## src/rtl/wdog_pkg.sv

```systemverilog
package wdog_pkg;
  localparam logic [15:0] RESTART_KEY = 16'h4755;
  localparam int THR_LSB = 10;

  localparam logic [2:0] OFS_COUNT  = 3'd0;
  localparam logic [2:0] OFS_RELOAD = 3'd1;
  localparam logic [2:0] OFS_KICK   = 3'd2;
  localparam logic [2:0] OFS_CTRL   = 3'd3;
  localparam logic [2:0] OFS_STATUS = 3'd4;
  localparam logic [2:0] OFS_CLEAR  = 3'd5;

  localparam int BIT_RUN    = 0;
  localparam int BIT_RSTEN  = 1;
  localparam int BIT_WARNEN = 2;
  localparam int ST_EXPIRED = 0;
  localparam int ST_WARN    = 2;

  typedef struct packed {
    logic load;
    logic step;
  } wdog_strobe_t;
endpackage

```

## src/rtl/wdog_datapath.sv

```systemverilog
module wdog_datapath
  import wdog_pkg::*;
#(
  parameter int DATA_W = 32,
  parameter logic [DATA_W-1:0] RELOAD_INIT = '1
) (
  input  logic              clk,
  input  logic              rstN,
  input  wdog_strobe_t      strobe,
  input  logic [DATA_W-1:0] reloadVal,
  output logic [DATA_W-1:0] count,
  output logic              expire
);
  assign expire = strobe.step && !strobe.load && (count == '0);

  always_ff @(posedge clk or negedge rstN) begin
    if (!rstN) begin
      count <= RELOAD_INIT;
    end else if (strobe.load || expire) begin
      count <= reloadVal;
    end else if (strobe.step) begin
      count <= count - 1'b1;
    end
  end
endmodule

```

## src/rtl/wdog_ctrl.sv

```systemverilog
module wdog_ctrl
  import wdog_pkg::*;
#(
  parameter int DATA_W = 32,
  parameter logic [DATA_W-1:0] RELOAD_INIT = '1
) (
  input  logic              clk,
  input  logic              rstN,
  input  logic [4:0]        addr,
  input  logic [DATA_W-1:0] wdata,
  input  logic              we,
  input  logic              tick,
  input  logic [DATA_W-1:0] count,
  input  logic              expire,
  output wdog_strobe_t      strobe,
  output logic [DATA_W-1:0] reloadVal,
  output logic [DATA_W-1:0] ctrlReg,
  output logic [DATA_W-1:0] statusReg,
  output logic [DATA_W-1:0] rdata,
  output logic              resetReq
);
  localparam int THR_W = DATA_W - THR_LSB;

  logic [2:0]        wordSel;
  logic              keyHit;
  logic              clearHit;
  logic              warnSet;
  logic [DATA_W-1:0] threshold;

  assign wordSel   = addr[4:2];
  assign keyHit    = we && (wordSel == OFS_KICK) && (wdata == DATA_W'(RESTART_KEY));
  assign clearHit  = we && (wordSel == OFS_CLEAR) && wdata[0];
  assign threshold = {{THR_LSB{1'b0}}, ctrlReg[DATA_W-1 -: THR_W]};
  assign warnSet   = ctrlReg[BIT_RUN] && ctrlReg[BIT_WARNEN] && (count <= threshold);

  assign strobe.load = keyHit;
  assign strobe.step = ctrlReg[BIT_RUN] && tick;

  always_ff @(posedge clk or negedge rstN) begin
    if (!rstN) begin
      reloadVal <= RELOAD_INIT;
      ctrlReg   <= '0;
      statusReg <= '0;
      resetReq  <= 1'b0;
    end else begin
      resetReq <= expire && ctrlReg[BIT_RSTEN];
      if (we && wordSel == OFS_RELOAD) reloadVal <= wdata;
      if (we && wordSel == OFS_CTRL)   ctrlReg   <= wdata;
      if (clearHit) begin
        statusReg <= '0;
      end else begin
        if (expire)  statusReg[ST_EXPIRED] <= 1'b1;
        if (warnSet) statusReg[ST_WARN]    <= 1'b1;
      end
    end
  end

  always_comb begin
    unique case (wordSel)
      OFS_COUNT:  rdata = count;
      OFS_RELOAD: rdata = reloadVal;
      OFS_CTRL:   rdata = ctrlReg;
      OFS_STATUS: rdata = statusReg;
      default:    rdata = '0;
    endcase
  end
endmodule

```

## src/rtl/keyed_watchdog.sv

```systemverilog
module keyed_watchdog
  import wdog_pkg::*;
#(
  parameter int DATA_W = 32,
  parameter logic [DATA_W-1:0] RELOAD_INIT = 32'h0000_FFFF
) (
  input  logic              clk,
  input  logic              rstN,
  input  logic [4:0]        addr,
  input  logic [DATA_W-1:0] wdata,
  input  logic              we,
  output logic [DATA_W-1:0] rdata,
  input  logic              tick,
  output logic              resetReq,
  output logic              irq,
  output logic [1:0]        resetScope,
  output logic [DATA_W-1:0] count
);
  wdog_strobe_t      strobe;
  logic              expire;
  logic [DATA_W-1:0] reloadVal;
  logic [DATA_W-1:0] ctrlReg;
  logic [DATA_W-1:0] statusReg;

  wdog_ctrl #(.DATA_W(DATA_W), .RELOAD_INIT(RELOAD_INIT)) uCtrl (
    .clk(clk), .rstN(rstN), .addr(addr), .wdata(wdata), .we(we), .tick(tick),
    .count(count), .expire(expire), .strobe(strobe), .reloadVal(reloadVal),
    .ctrlReg(ctrlReg), .statusReg(statusReg), .rdata(rdata), .resetReq(resetReq)
  );

  wdog_datapath #(.DATA_W(DATA_W), .RELOAD_INIT(RELOAD_INIT)) uPath (
    .clk(clk), .rstN(rstN), .strobe(strobe), .reloadVal(reloadVal),
    .count(count), .expire(expire)
  );

  assign irq        = statusReg[ST_WARN];
  assign resetScope = ctrlReg[6:5];
endmodule

```

## config.mk

```make
export PLATFORM = sky130hd
export DESIGN_NAME = keyed_watchdog
export DESIGN_NICKNAME = d
export VERILOG_FILES = /design/src/rtl/wdog_pkg.sv /design/src/rtl/wdog_datapath.sv /design/src/rtl/wdog_ctrl.sv /design/src/rtl/keyed_watchdog.sv
export SDC_FILE = /design/constraint.sdc
export NUM_CORES = 1
export LEC_CHECK = 0
export BUFFER_PORTS_ARGS = -buffer_cell sky130_fd_sc_hd__clkbuf_2
export CELL_PAD_IN_SITES_DETAIL_PLACEMENT = 0
export CELL_PAD_IN_SITES_GLOBAL_PLACEMENT = 2
export CORE_MARGIN = 3
export CORE_UTILIZATION = 36
export CTS_CLUSTER_DIAMETER = 100
export CTS_CLUSTER_SIZE = 14
export DETAILED_ROUTE_END_ITERATION = 7
export GPL_ROUTABILITY_DRIVEN = 1
export PLACE_DENSITY = 0.9
export SYNTH_ARGS = -nofsm -noshare
export SYNTH_HDL_FRONTEND = slang
export SYNTH_SLANG_ARGS = --single-unit
```

## constraint.sdc

```tcl
create_clock -name clk -period 2.8 [get_ports clk]
set_input_delay 0 -clock clk [delete_from_list [all_inputs] [get_ports clk]]
set_output_delay 0 -clock clk [all_outputs]
set_load 0.01 [all_outputs]
```

After elaboration in Yosys (flattened, before gate mapping). Index checks and enable logic that the tools add are counted.

Bits of input ports: 41. Bits in writable memories: 0. Bits in latches: 0. Memories kept: 0. Bits in registers: 99. Output and inout bits: 68. Memory bits (read-only): 0.

Multipliers: 0. Equal/unequal tests: 6. $lt $le $gt $ge: 1. Div/mod/pow operators: 0. Reductions and logical operators: 19. Shift operators: 0. Add/subtract/negate cells: 1. Bitwise logic cells: 0. Multiplexer cells: 7.

Operators by type and width (count): $pmux W32 S4 (1); $mux W32 (2); $eq A32 B15 Y1 const B (1); $le A32 B22 Y1 (1); $logic_not A32 Y1 (1); $sub A32 B1 Y32 const B (1); $logic_and A1 B1 Y1 (12); $eq A3 B2 Y1 const B (2); $eq A3 B3 Y1 const B (2); $reduce_bool A2 Y1 (3); $mux W1 (4); $eq A3 B1 Y1 const B (1); $logic_not A3 Y1 (1); $logic_not A1 Y1 (1); $logic_or A1 B1 Y1 (1).

Depth between registers and ports, before layout.
Depth after elaboration: 8. Gate-level depth with buffers: 8. Gate-level depth less buffers: 8.

Hierarchy. A second synthesis with hierarchy kept.

Cells, all modules: 607. Area, all modules: 6513.7 sq um.

By module, submodules not included: wdog_ctrl (cells an instance 423, times used 1, area each 4425.5 sq um, sequential area each 1696.6 sq um); wdog_datapath (cells an instance 184, times used 1, area each 2088.3 sq um, sequential area each 820.8 sq um).

Worst setup path after synthesis. No wires, ideal clock.

Path kind: register to register. Start point: register uPath.count[25]. End point: register uPath.count[21]. Arrival time: 1912 ps. Required time: 2675 ps. Path slack: 763 ps. Cell stages (with the launch flop): 7. Path through: dfrtp_1 nor4_2 nand2_1 nor4_1 a21o_1 buf_4 mux2_2.

Cells in the longest elaborated chain, start to end: 4. Elaborated cells between the ends (all ways): 5. Those cells by class: mux (1); reduce/logical (4).

Ends and longest elaborated chain: start: declaration (RTL line wdog_datapath.sv:11) `output logic [DATA_W-1:0] count,`; start signal: assignment (RTL line wdog_datapath.sv:20) `count <= reloadVal;`; start signal: assignment (RTL line wdog_datapath.sv:22) `count <= count - 1'b1;`; $logic_not A32 Y1 * (RTL line wdog_datapath.sv:14) `assign expire = strobe.step && !strobe.load && (count == '0);`; $logic_and A1 B1 Y1 * (RTL line wdog_datapath.sv:14); $logic_or A1 B1 Y1 * (RTL line wdog_datapath.sv:19) `end else if (strobe.load || expire) begin`; $mux W32 / $reduce_bool A2 Y1 (equally long branches).

Every way passes the cells marked *; elsewhere a longest branch is shown, timed or not. A chain may end at the register's enable or synchronous reset.

Worst setup path after layout.
Start point: register uPath.count[25]. End point: register uPath.count[27].

Cells in the longest elaborated chain, start to end: 4. Elaborated cells between the ends (all ways): 7. Those cells by class: add/sub (1); mux (2); reduce/logical (4).

Ends and longest elaborated chain: branches (longest 4 deep; another with $sub A32 B1 Y32).

Parallel ways; which one is timed is not known. The select of a mux whose other input is x is not followed.

==> metrics.yaml <==
cts_inserted_buffers: 9
post-route-drc-count: 0
synth_seq_area_share_pct: 41.1
first_iter_violations: 235
ys_async_sr_fraction_pct: 100
use_met2_pct: 32.7
maxCapViolCount: 0
worstSkewPairLatency_ns: 0.36
outcome: "completed"
rsz0062_at_grt: "no"
grt_pass1_vias: 5152
rows: 47
path_buf_inv: 1
peakVddDrop_uv: 360
port_buffers: 106
cp.arrival_ns: 2.77
cts_tree: "built"
grt_start_max_net_pins: 59
drt-total-wl_um: 18500
met3_usage_pct: 3.42
grt_busiest_layer: "met2"
drive_gt1_share_pct: 38.0
io_pins: 109
antenna_left: 0
synth_nets: 669
max_freq_mhz: 402
synth_top_area_share_pct: 27.3
hold_class: "in2reg"
grt_use_total_pct: 20.5
power.density_mw_per_mm2: 814
hold_ws_ns: 0.0294
max_stage_delay_ns: 0.47
cts.sinks: 99
design.core.area_mm2: 0.0166
p_leak_nw: 3.26
period_share_pct: 88.9
die_h_um: 137
synth_enable_flop_cells: 0
rrSetupSlack_ns: 0.31
synthCells: 604
die_w_um: 137
yosysMostFrequentCell: "mux2_2"
place_congestion: 0.853
antenna_cells: 0
wl_per_cell_um: 19.3
cp_common_cell: "nand2_1"
worstMarginPinSlew_ns: 0.723
n_fill_cell: 1628
slowest_stage: "dfrtp_1"
via_count: 5122
start_util_pct: 36.8
dr.pass1.iters: 5
endpoint_kind: "register"
clock_skew_ns: 0.00922
clock-root-buffer: "clkbuf_16"
critical_path.top_delay_family: "simple AND/OR/NAND/NOR gates"
slew_headroom_pct: 51.8
synth_area_leaders: "dfrtp_1 (27%), mux2_2 (16%), dfstp_2 (14%)"
max-clock-path-buffers: 2
crit_chain: "nor4_2 -> nand2_1 -> nor4_1 -> a21o_2 -> buf_4 -> nand2_1 -> o21ai_1"
synth-seq-cells: 99
grt_pass1_wl_um: 29200
setup_violations: 0
crit_type: "reg2reg"
synth_warnings: 0
synth.distinct_cells: 53
synthFlopType: "dfrtp_1"
die_area_mm2: 0.0186
viasPerCell: 5.32
start_kind: "register"
grt-ovfl-total: 0
detailedPlacementHpwl_um: 13600
yosys-top-cells-count: "mux2_2 (88), dfrtp_1 (67), nor2_1 (53)"
path_clk_slew_ns: 0.07
report.final.hold_viol_count: 0
setup-tns-final_ns: 0
met1_usage_pct: 28.4
htreeDepth: 3
nNetsFinal: 802
yosys.area.top_type: "dfrtp_1"
antenna_found_initial: 0
min_period_ns: 2.49
crit_fanout: 20
final_max_slew_viol_count: 0
avgSynthCellArea_um2: 10.2
syn2layout_area_growth_pct: 23.1
syn-cell-area_mm2: 0.00613
required_ns: 3.08
-- flip-flops by register name (all words and copies together) (netlist names) --
register and count:
uCtrl.statusReg 2, uCtrl.ctrlReg 32, uCtrl.resetReq 1, uCtrl.reloadVal 32, uPath.count 32
-- cell type report --
cell class | count | area, um2 | share of cell area [%]
inverter | 25 | 93.8 | 1.24
clock buffer | 9 | 225 | 2.98
sequential | 99 | 2520 | 33.3
multi-input combinational | 447 | 3380 | 44.8
timing repair buffer | 155 | 991 | 13.1
tap | 220 | 275 | 3.65
clock inverter | 7 | 67.6 | 0.895
-- routing by layer --
layer | part of all wire, % | vias up
li1 | - | 2424
met4 | 2.0 | 0
met5 | 0 | -
met2 | 47 | 136
met3 | 4.4 | 26
met1 | 47 | 2536
-- where the power goes --
part	total [mW]	internal [mW]	switching [mW]	leakage, nW
logic	2.33	1.11	1.22	1.95
registers	2.56	1.95	0.616	1.17
clock network	1.25	0.690	0.561	0.145
-- kinds of logic (layout without fill, tap and decap cells) --
logic type                 after synthesis  in the layout  share of synthesized area (%)
and+or+nand+nor                        206            206                           20.1
DFF                                     99             99                           41.1
muxes                                   98             98                           17.9
AOI/OAI and AO/OA                       91             91                           8.10
buffers and inverters                   58            196                           3.94
xor gates and xnor gates                28             28                           4.00
adders and majority gates               24             24                           4.90
-- timing repair --
| item | CTS | global route |
|---|---|---|
| hold endpoints to repair | 76 | 1 |
| setup buffers | 0 | 0 |
| resized for setup | 0 | 0 |
| hold buffers | 30 | 1 |
| setup endpoints to repair | 0 | 0 |
-- worst register-to-register path: stages, from the launching register on --
cell,delay [ns]
dfrtp_1,0.47
nor4_2,0.44
nand2_1,0.28
nor4_1,0.34
a21o_2,0.41
buf_4,0.32
nand2_1,0.08
o21ai_1,0.08
-- worst paths after layout --
check,startpoint,to,cells past startpoint
max,uPath.count[25],uPath.count[27],7
min reg2reg,uCtrl.reloadVal[4],uPath.count[4],2
max reg2reg,uPath.count[25],uPath.count[27],7
min,wdata[14],uCtrl.ctrlReg[14],2
min in group asynchronous,rstN,uCtrl.ctrlReg[1],2
max in group asynchronous,rstN,uCtrl.reloadVal[15],3
-- stage by stage --
step	utilization, %	total power [mW]	cell area (um2)	setup WS, ns	cells
floorplan	-	3.96	6130	0.763	604
global placement	41.7	4.78	6950	0.337	915
detailed placement	41.7	4.88	6950	0.313	915
CTS	45.3	6.19	7540	0.294	961
global route	45.4	6.56	7550	0.0646	962
finish	45.4	6.14	7550	0.310	962
-- placed cells by master (no fill, tap or decap), drive strengths merged, types with 2 or more instances in the layout --
| cell | synthesis | layout |
|---|---|---|
| clkbuf | 13 | 114 |
| mux2 | 91 | 91 |
| dfrtp | 67 | 67 |
| nor2 | 53 | 53 |
| nand2 | 46 | 46 |
| o21ai | 39 | 39 |
| a21oi | 38 | 38 |
| dfstp | 32 | 32 |
| dlygate4sd3 | 0 | 31 |
| inv | 25 | 26 |
| xnor2 | 24 | 24 |
| ha | 24 | 24 |
| nor3b | 20 | 20 |
| nor3 | 20 | 20 |
| buf | 20 | 19 |
| nor4 | 19 | 19 |
| nand4 | 12 | 12 |
| nand3 | 10 | 10 |
| mux2i | 7 | 7 |
| nor4b | 7 | 7 |
| a22oi | 6 | 6 |
| nor4bb | 4 | 4 |
| xor2 | 4 | 4 |
| or3 | 4 | 4 |
| clkinv | 0 | 4 |
| a21o | 3 | 3 |
| and2 | 2 | 2 |
No activity file was read; power rests on OpenSTA's default activity.
